File: src/rtl/flow_pkg.sv
package flow_pkg;
  localparam int TUPLE_W = 104;
  localparam int SIG_W   = 32;
  localparam int CLS_W   = 8;
  localparam int CNT_W   = 8;
  localparam int TIME_W  = 32;

  typedef enum logic [2:0] {
    ST_NONE       = 3'd0,
    ST_ACCEPT     = 3'd1,
    ST_INFER      = 3'd2,
    ST_COLLIDE    = 3'd3,
    ST_CLASSIFIED = 3'd4
  } status_e;

  typedef struct packed {
    logic [SIG_W-1:0]  sig;
    logic [CLS_W-1:0]  cls;
    logic [CNT_W-1:0]  cnt;
    logic [TIME_W-1:0] stamp;
  } entry_t;

  // strobes from control to datapath
  typedef struct packed {
    logic    wrEn;    // write the modified entry back
    logic    claim;   // start a fresh entry for the requesting flow
    logic    bump;    // count plus one (saturating), refresh timestamp
    logic    setCls;  // store the write-back class
    logic    report;  // produce a packet result
    status_e status;
  } strobe_t;

  function automatic logic [31:0] crc32Tuple(input logic [TUPLE_W-1:0] t);
    logic [31:0] c;
    c = 32'hFFFF_FFFF;
    for (int b = TUPLE_W/8 - 1; b >= 0; b--) begin
      c = c ^ {24'd0, t[b*8 +: 8]};
      for (int k = 0; k < 8; k++)
        c = c[0] ? ((c >> 1) ^ 32'hEDB8_8320) : (c >> 1);
    end
    return ~c;
  endfunction

  function automatic logic [15:0] crc16Tuple(input logic [TUPLE_W-1:0] t);
    logic [15:0] c;
    c = 16'h0000;
    for (int b = TUPLE_W/8 - 1; b >= 0; b--) begin
      c = c ^ {8'd0, t[b*8 +: 8]};
      for (int k = 0; k < 8; k++)
        c = c[0] ? ((c >> 1) ^ 16'hA001) : (c >> 1);
    end
    return c;
  endfunction
endpackage

File: src/rtl/flow_ctrl.sv
module flow_ctrl
  import flow_pkg::*;
#(
  parameter int unsigned IDLE_TICKS = 60,
  parameter int unsigned TRIG_COUNT = 3
) (
  input  logic              s1Valid,
  input  logic              s1Write,
  input  logic [SIG_W-1:0]  s1Sig,
  input  logic [TIME_W-1:0] s1Time,
  input  entry_t            curEntry,
  output strobe_t           strb
);
  localparam logic [CNT_W-1:0]  TRIG_PREV = CNT_W'(TRIG_COUNT - 1);
  localparam logic [TIME_W-1:0] IDLE_LIM  = TIME_W'(IDLE_TICKS);

  logic slotEmpty, sigMatch, slotStale;
  logic [TIME_W-1:0] age;

  always_comb begin
    slotEmpty = (curEntry.sig == '0) && (curEntry.cnt == '0);
    sigMatch  = !slotEmpty && (curEntry.sig == s1Sig);
    age       = s1Time - curEntry.stamp;
    slotStale = age > IDLE_LIM;
  end

  always_comb begin
    strb = '0;
    strb.status = ST_NONE;
    if (s1Valid && s1Write) begin
      if (sigMatch) begin
        strb.wrEn   = 1'b1;
        strb.setCls = 1'b1;
      end
    end else if (s1Valid) begin
      strb.report = 1'b1;
      if (sigMatch && curEntry.cls != '0) begin
        strb.status = ST_CLASSIFIED;
      end else if (sigMatch) begin
        strb.wrEn   = 1'b1;
        strb.bump   = 1'b1;
        strb.status = (curEntry.cnt == TRIG_PREV) ? ST_INFER : ST_ACCEPT;
      end else if (slotEmpty || slotStale) begin
        strb.wrEn   = 1'b1;
        strb.claim  = 1'b1;
        strb.bump   = 1'b1;
        strb.status = (TRIG_COUNT == 1) ? ST_INFER : ST_ACCEPT;
      end else begin
        strb.status = ST_COLLIDE;
      end
    end
  end
endmodule

File: src/rtl/flow_dp.sv
module flow_dp
  import flow_pkg::*;
#(
  parameter int IDX_W = 4
) (
  input  logic               clk,
  input  logic               rst,
  input  logic               reqValid,
  input  logic               reqWrite,
  input  logic [TUPLE_W-1:0] reqTuple,
  input  logic [TIME_W-1:0]  reqTime,
  input  logic [CLS_W-1:0]   reqClass,
  input  strobe_t            strb,
  output logic               s1Valid,
  output logic               s1Write,
  output logic [SIG_W-1:0]   s1Sig,
  output logic [TIME_W-1:0]  s1Time,
  output entry_t             curEntry,
  output logic               resValid,
  output logic [2:0]         resStatus,
  output logic [CNT_W-1:0]   resCount,
  output logic [CLS_W-1:0]   resClass
);
  localparam int DEPTH = 1 << IDX_W;

  entry_t slotQ [DEPTH];

  logic [SIG_W-1:0] sigIn;
  logic [15:0]      crcIdx;
  logic [IDX_W-1:0] idxIn;
  logic [IDX_W-1:0] s1Idx;
  logic [CLS_W-1:0] s1Class;
  entry_t           rdEntry, fwdEntry, entryNext;
  logic             fwdHit;

  always_comb begin
    sigIn  = crc32Tuple(reqTuple);
    crcIdx = crc16Tuple(reqTuple);
    idxIn  = crcIdx[IDX_W-1:0];
  end

  // stage 1: hash, registered read, forwarding capture
  always_ff @(posedge clk) begin
    if (rst) begin
      s1Valid  <= 1'b0;
      s1Write  <= 1'b0;
      s1Sig    <= '0;
      s1Idx    <= '0;
      s1Time   <= '0;
      s1Class  <= '0;
      rdEntry  <= '0;
      fwdHit   <= 1'b0;
      fwdEntry <= '0;
    end else begin
      s1Valid  <= reqValid;
      s1Write  <= reqWrite;
      s1Sig    <= sigIn;
      s1Idx    <= idxIn;
      s1Time   <= reqTime;
      s1Class  <= reqClass;
      rdEntry  <= slotQ[idxIn];
      fwdHit   <= strb.wrEn && (s1Idx == idxIn);
      fwdEntry <= entryNext;
    end
  end

  assign curEntry = fwdHit ? fwdEntry : rdEntry;

  // stage 2: modify
  always_comb begin
    entryNext = curEntry;
    if (strb.claim) begin
      entryNext.sig = s1Sig;
      entryNext.cls = '0;
      entryNext.cnt = '0;
    end
    if (strb.bump) begin
      if (entryNext.cnt != '1) entryNext.cnt = entryNext.cnt + 1'b1;
      entryNext.stamp = s1Time;
    end
    if (strb.setCls) entryNext.cls = s1Class;
  end

  always_ff @(posedge clk) begin
    if (rst) begin
      for (int i = 0; i < DEPTH; i++) slotQ[i] <= '0;
    end else if (strb.wrEn) begin
      slotQ[s1Idx] <= entryNext;
    end
  end

  always_ff @(posedge clk) begin
    if (rst) begin
      resValid  <= 1'b0;
      resStatus <= '0;
      resCount  <= '0;
      resClass  <= '0;
    end else begin
      resValid  <= strb.report;
      resStatus <= strb.status;
      if (strb.report && strb.status != ST_COLLIDE) begin
        resCount <= entryNext.cnt;
        resClass <= entryNext.cls;
      end else begin
        resCount <= '0;
        resClass <= '0;
      end
    end
  end
endmodule

File: src/rtl/flow_tracker.sv
module flow_tracker #(
  parameter int          IDX_W      = 4,
  parameter int unsigned IDLE_TICKS = 60,
  parameter int unsigned TRIG_COUNT = 3
) (
  input  logic         clk,
  input  logic         rst,
  input  logic         reqValid,
  input  logic         reqWrite,
  input  logic [103:0] reqTuple,
  input  logic [31:0]  reqTime,
  input  logic [7:0]   reqClass,
  output logic         resValid,
  output logic [2:0]   resStatus,
  output logic [7:0]   resCount,
  output logic [7:0]   resClass
);
  import flow_pkg::*;

  strobe_t     strb;
  logic        s1Valid, s1Write;
  logic [31:0] s1Sig, s1Time;
  entry_t      curEntry;

  flow_dp #(.IDX_W(IDX_W)) u_dp (
    .clk(clk), .rst(rst),
    .reqValid(reqValid), .reqWrite(reqWrite), .reqTuple(reqTuple),
    .reqTime(reqTime), .reqClass(reqClass), .strb(strb),
    .s1Valid(s1Valid), .s1Write(s1Write), .s1Sig(s1Sig), .s1Time(s1Time),
    .curEntry(curEntry),
    .resValid(resValid), .resStatus(resStatus),
    .resCount(resCount), .resClass(resClass)
  );

  flow_ctrl #(.IDLE_TICKS(IDLE_TICKS), .TRIG_COUNT(TRIG_COUNT)) u_ctrl (
    .s1Valid(s1Valid), .s1Write(s1Write), .s1Sig(s1Sig), .s1Time(s1Time),
    .curEntry(curEntry), .strb(strb)
  );
endmodule

File: config.mk
export PLATFORM = sky130hd
export DESIGN_NAME = flow_tracker
export DESIGN_NICKNAME = d
export VERILOG_FILES = /design/src/rtl/flow_pkg.sv /design/src/rtl/flow_ctrl.sv /design/src/rtl/flow_dp.sv /design/src/rtl/flow_tracker.sv
export SDC_FILE = /design/constraint.sdc
export NUM_CORES = 2
export LEC_CHECK = 0
export BUFFER_PORTS_ARGS = -buffer_cell sky130_fd_sc_hd__buf_2
export CAP_MARGIN = 0
export CORE_ASPECT_RATIO = 1.75
export CORE_MARGIN = 10
export CORE_UTILIZATION = 47
export DETAILED_ROUTE_END_ITERATION = 12
export SLEW_MARGIN = 20
export SYNTH_ARGS = -nofsm -noshare
export SYNTH_HDL_FRONTEND = slang
export SYNTH_SLANG_ARGS = --single-unit
File: constraint.sdc
create_clock -name clk -period 20.9 [get_ports clk]
set_input_delay 3.135 -clock clk [delete_from_list [all_inputs] [get_ports clk]]
set_output_delay 3.135 -clock clk [all_outputs]
set_load 0.005 [all_outputs]
==> metrics.md <==
| Metric | Value |
|---|---|
| Yosys reg bits | ~1,500 |
| Synth Net Count | 5,824 |
| Number of routed nets with antenna violations | 0 |
| IO Pins | 168 |
| WP data arrival | 12,850 ps |
| Final Setup Violations | 0 |
| Kind of end point of the critical path | flip-flop |
| DR vias/cell | 5.81 |
| Clk pin slew, worst setup/hold paths | 60 ps |
| Via count | 46,100 |
| First-pass GRT wire length | 340,000 um |
| Number of flops mapped to enable cells by yosys | 1,280 |
| Area occupied by multi-input gates | roughly 32,000 um^2 |
| P&R area growth vs syn | 10.0% |
| Fillers | 13,800 |
| Cells after Synth | 5,643 |
| Metal-1 WL | 81,200 um |
| Critical Path Slowest Stage Cell | xor2_1 |
| Clock skew | approximately 30 ps |
| Drt drc | 0 |
| Synth Cell Area | ~77,000 um^2 |
| Final period util | 58.4% |
| Pre-CTS setup slack | 7850 ps |
| 1st-iter DRT viols | approximately 4,000 |
| Initial Utilization | 47.4% |
| Seq/Total Area, Yosys | 57.0% |
| Slew Viols, Final | 0 |
| Worst setup SP type | input port |
| Drt total wl | ~240,000 um |
| Status | finished clean |
| Worst EP required | 21,540 ps |
| Distinct cells, synth | 64 |
| Worst-Skew Late Latency | ~800 ps |
| Crit-path most repeated cell | xnor2_1 |
| Maxcap violations | 0 |
| I/O Buffers | around 170 |
| Post-CTS setup buffers | 0 |
| Worst-path fanout max | 10 |
| PostCTS Resize Cnt | 0 |
| Largest net degree at the start of global routing | ~150 |
| Primary FF master, synth | edfxtp_1 |
| Nets | 5,834 |
| Rel. slew slack | 16.9% |
| Vias in the first global route | between 40,000 and 50,000 |
| Final Critical Period | 12,210 ps |
| Hold_buf cts | 0 |
| Antenna violations before repair | 12 |
| Synth async-reset ratio | 0% |
| Syn_area_per_cell | between 10 and 15 um^2 |
| Max layer used | met4 |
| Worst-margin pin slew | 1240 ps |
| Core Area | about 160,000 um^2 |
| GRT overflow | 0 |
| Die ar. | 180,000 um^2 |
| Routed wl met3 | ~13,000 um |
| Total GRT Usage | approximately 26% |
| HPWL after detailed placement | 143,000 um |
| CTS max path bufs | 4 |
| Fmax | 81.9 MHz |
| Die W | roughly 330 um |
| Syn. warnings | 0 |
| Storage element area | 43,600 um^2 |
| PnR worst setup slack | 8690 ps |
| Metal2 WL | 130,000 um |
| Die height | ~550 um |
| Clock sinks | around 1,500 |
| Utilization after layout | 52.1% |
| Setup TNS | 0 ps |
| RSZ-0062 raised after global routing | false |
| Final hold viol count | 0 |
| CTS root buf | clkbuf_16 |
| # rows | slightly below 200 |
| CTS tree | done |
| WL per Instance | 29.8 um |
| Crit path largest cell delay | ~680 ps |
| Share of cells above drive strength 1 | 17.9% |
| DR pass1 iterations | 7 |
| H-tree depth | 4 |
| CTS buffer count | 145 |
| GPL Wtd Cong | 0.929 |
| Setup CP Type | input port to flip-flop |
| Hold WC Path Type | flip-flop to flip-flop |
| Worst hold slack | 537 ps |
==> Yosys cell counts, drive strengths merged (23+ instances only) <==
| cell | count | area, um^2 |
|---|---|---|
| nor2 | 1434 | 5380 |
| nand2 | 23 | 86.3 |
| mux2i | 159 | 1590 |
| dfxtp | 259 | 5180 |
| a211oi | 162 | 1220 |
| buf | 54 | 245 |
| xor2 | 203 | 2110 |
| mux2 | 36 | 405 |
| mux4 | 320 | 7210 |
| inv | 53 | 199 |
| xnor3 | 89 | 2020 |
| nor2b | 133 | 832 |
| nand2b | 53 | 332 |
| clkbuf | 349 | 1310 |
| ha | 32 | 400 |
| a21oi | 31 | 155 |
| nor4 | 25 | 156 |
| edfxtp | 1280 | 38400 |
| o21ai | 53 | 265 |
| xnor2 | 748 | 7640 |
==> path summary, 6_finish.rpt <==
kind,startpoint,endpoint,slack [ps],depth (start not counted)
max,reqTuple[101],u_dp.s1Sig[22],8690,28
min,u_dp.s1Class[6],u_dp.resClass[6],540,2
max reg2reg,u_dp.fwdHit,u_dp.slotQ[11][28],9630,32
min reg2reg,u_dp.s1Class[6],u_dp.resClass[6],540,2
==> cells by family after synthesis <==
group           Yosys count  share of synthesized area (%)
flops                  1539                           57.0
compound gates          294                           2.63
buf+inv                 456                           2.29
simple gates           1746                           9.48
xor+xnor               1060                           16.0
fa+ha+maj                33                          0.549
mux                     515                           12.0
==> area by class of cell <==
cell class                      count  area share [%]
Antenna cell                        1         0.00297
Clock buffer                      195            4.74
Clock inverter                     54           0.492
Inverter                           53           0.236
Multi-Input combinational cell   3648            37.5
Sequential cell                  1539            51.8
Tap cell                         2167            3.22
Timing Repair Buffer              266            1.99
==> critical path: cells and delay by family <==
family                    cells  cell delay, ps
xor gates and xnor gates     26            9270
buffers and inverters         1             350
and+or+nand+nor               1              50
==> metal layers <==
| layer | track usage [%] | vias to the layer above |
|---|---|---|
| met5 | 0 | - |
| li1 | - | 19900 |
| met1 | 28.6 | 23600 |
| met2 | 48.9 | 1961 |
| met3 | 2.54 | 544 |
| met4 | 12.8 | 0 |
==> layout by cell type, fill, tap and decap left out, types with 35 or more instances in the layout <==
cell / count
nor2_1: 1434
edfxtp_1: 1280
xnor2_1: 649
mux4_2: 320
dfxtp_1: 258
buf_2: 166
xor2_1: 164
a211oi_1: 161
mux2i_1: 159
clkbuf_16: 147
nor2b_1: 133
buf_4: 93
xnor3_1: 78
xnor2_2: 66
inv_1: 52
nand2b_1: 37
mux2_2: 36
clkbuf_1: 35
==> per-stage QoR <==
stage	cells	area, um^2
after floorplan	5643	76500
after global placement	7672	79700
after detailed placement	7673	79800
after CTS	7922	84200
after global routing	7923	84200
final	7923	84200
==> sequential cells by signal (all words and copies together), names as in the netlist <==
register	count
u_dp.slotQ	1280
u_dp.fwdEntry	80
u_dp.rdEntry	80
u_dp.s1Sig	32
u_dp.s1Time	32
u_dp.resClass	8
u_dp.resCount	8
u_dp.s1Class	8
u_dp.s1Idx	4
u_dp.resStatus	3
u_dp.fwdHit	1
u_dp.resValid	1
u_dp.s1Valid	1
u_dp.s1Write	1
Power is left out: the tool's default activity adds up to more than one toggle a clock period on the data nets, which glitch-free logic cannot reach.
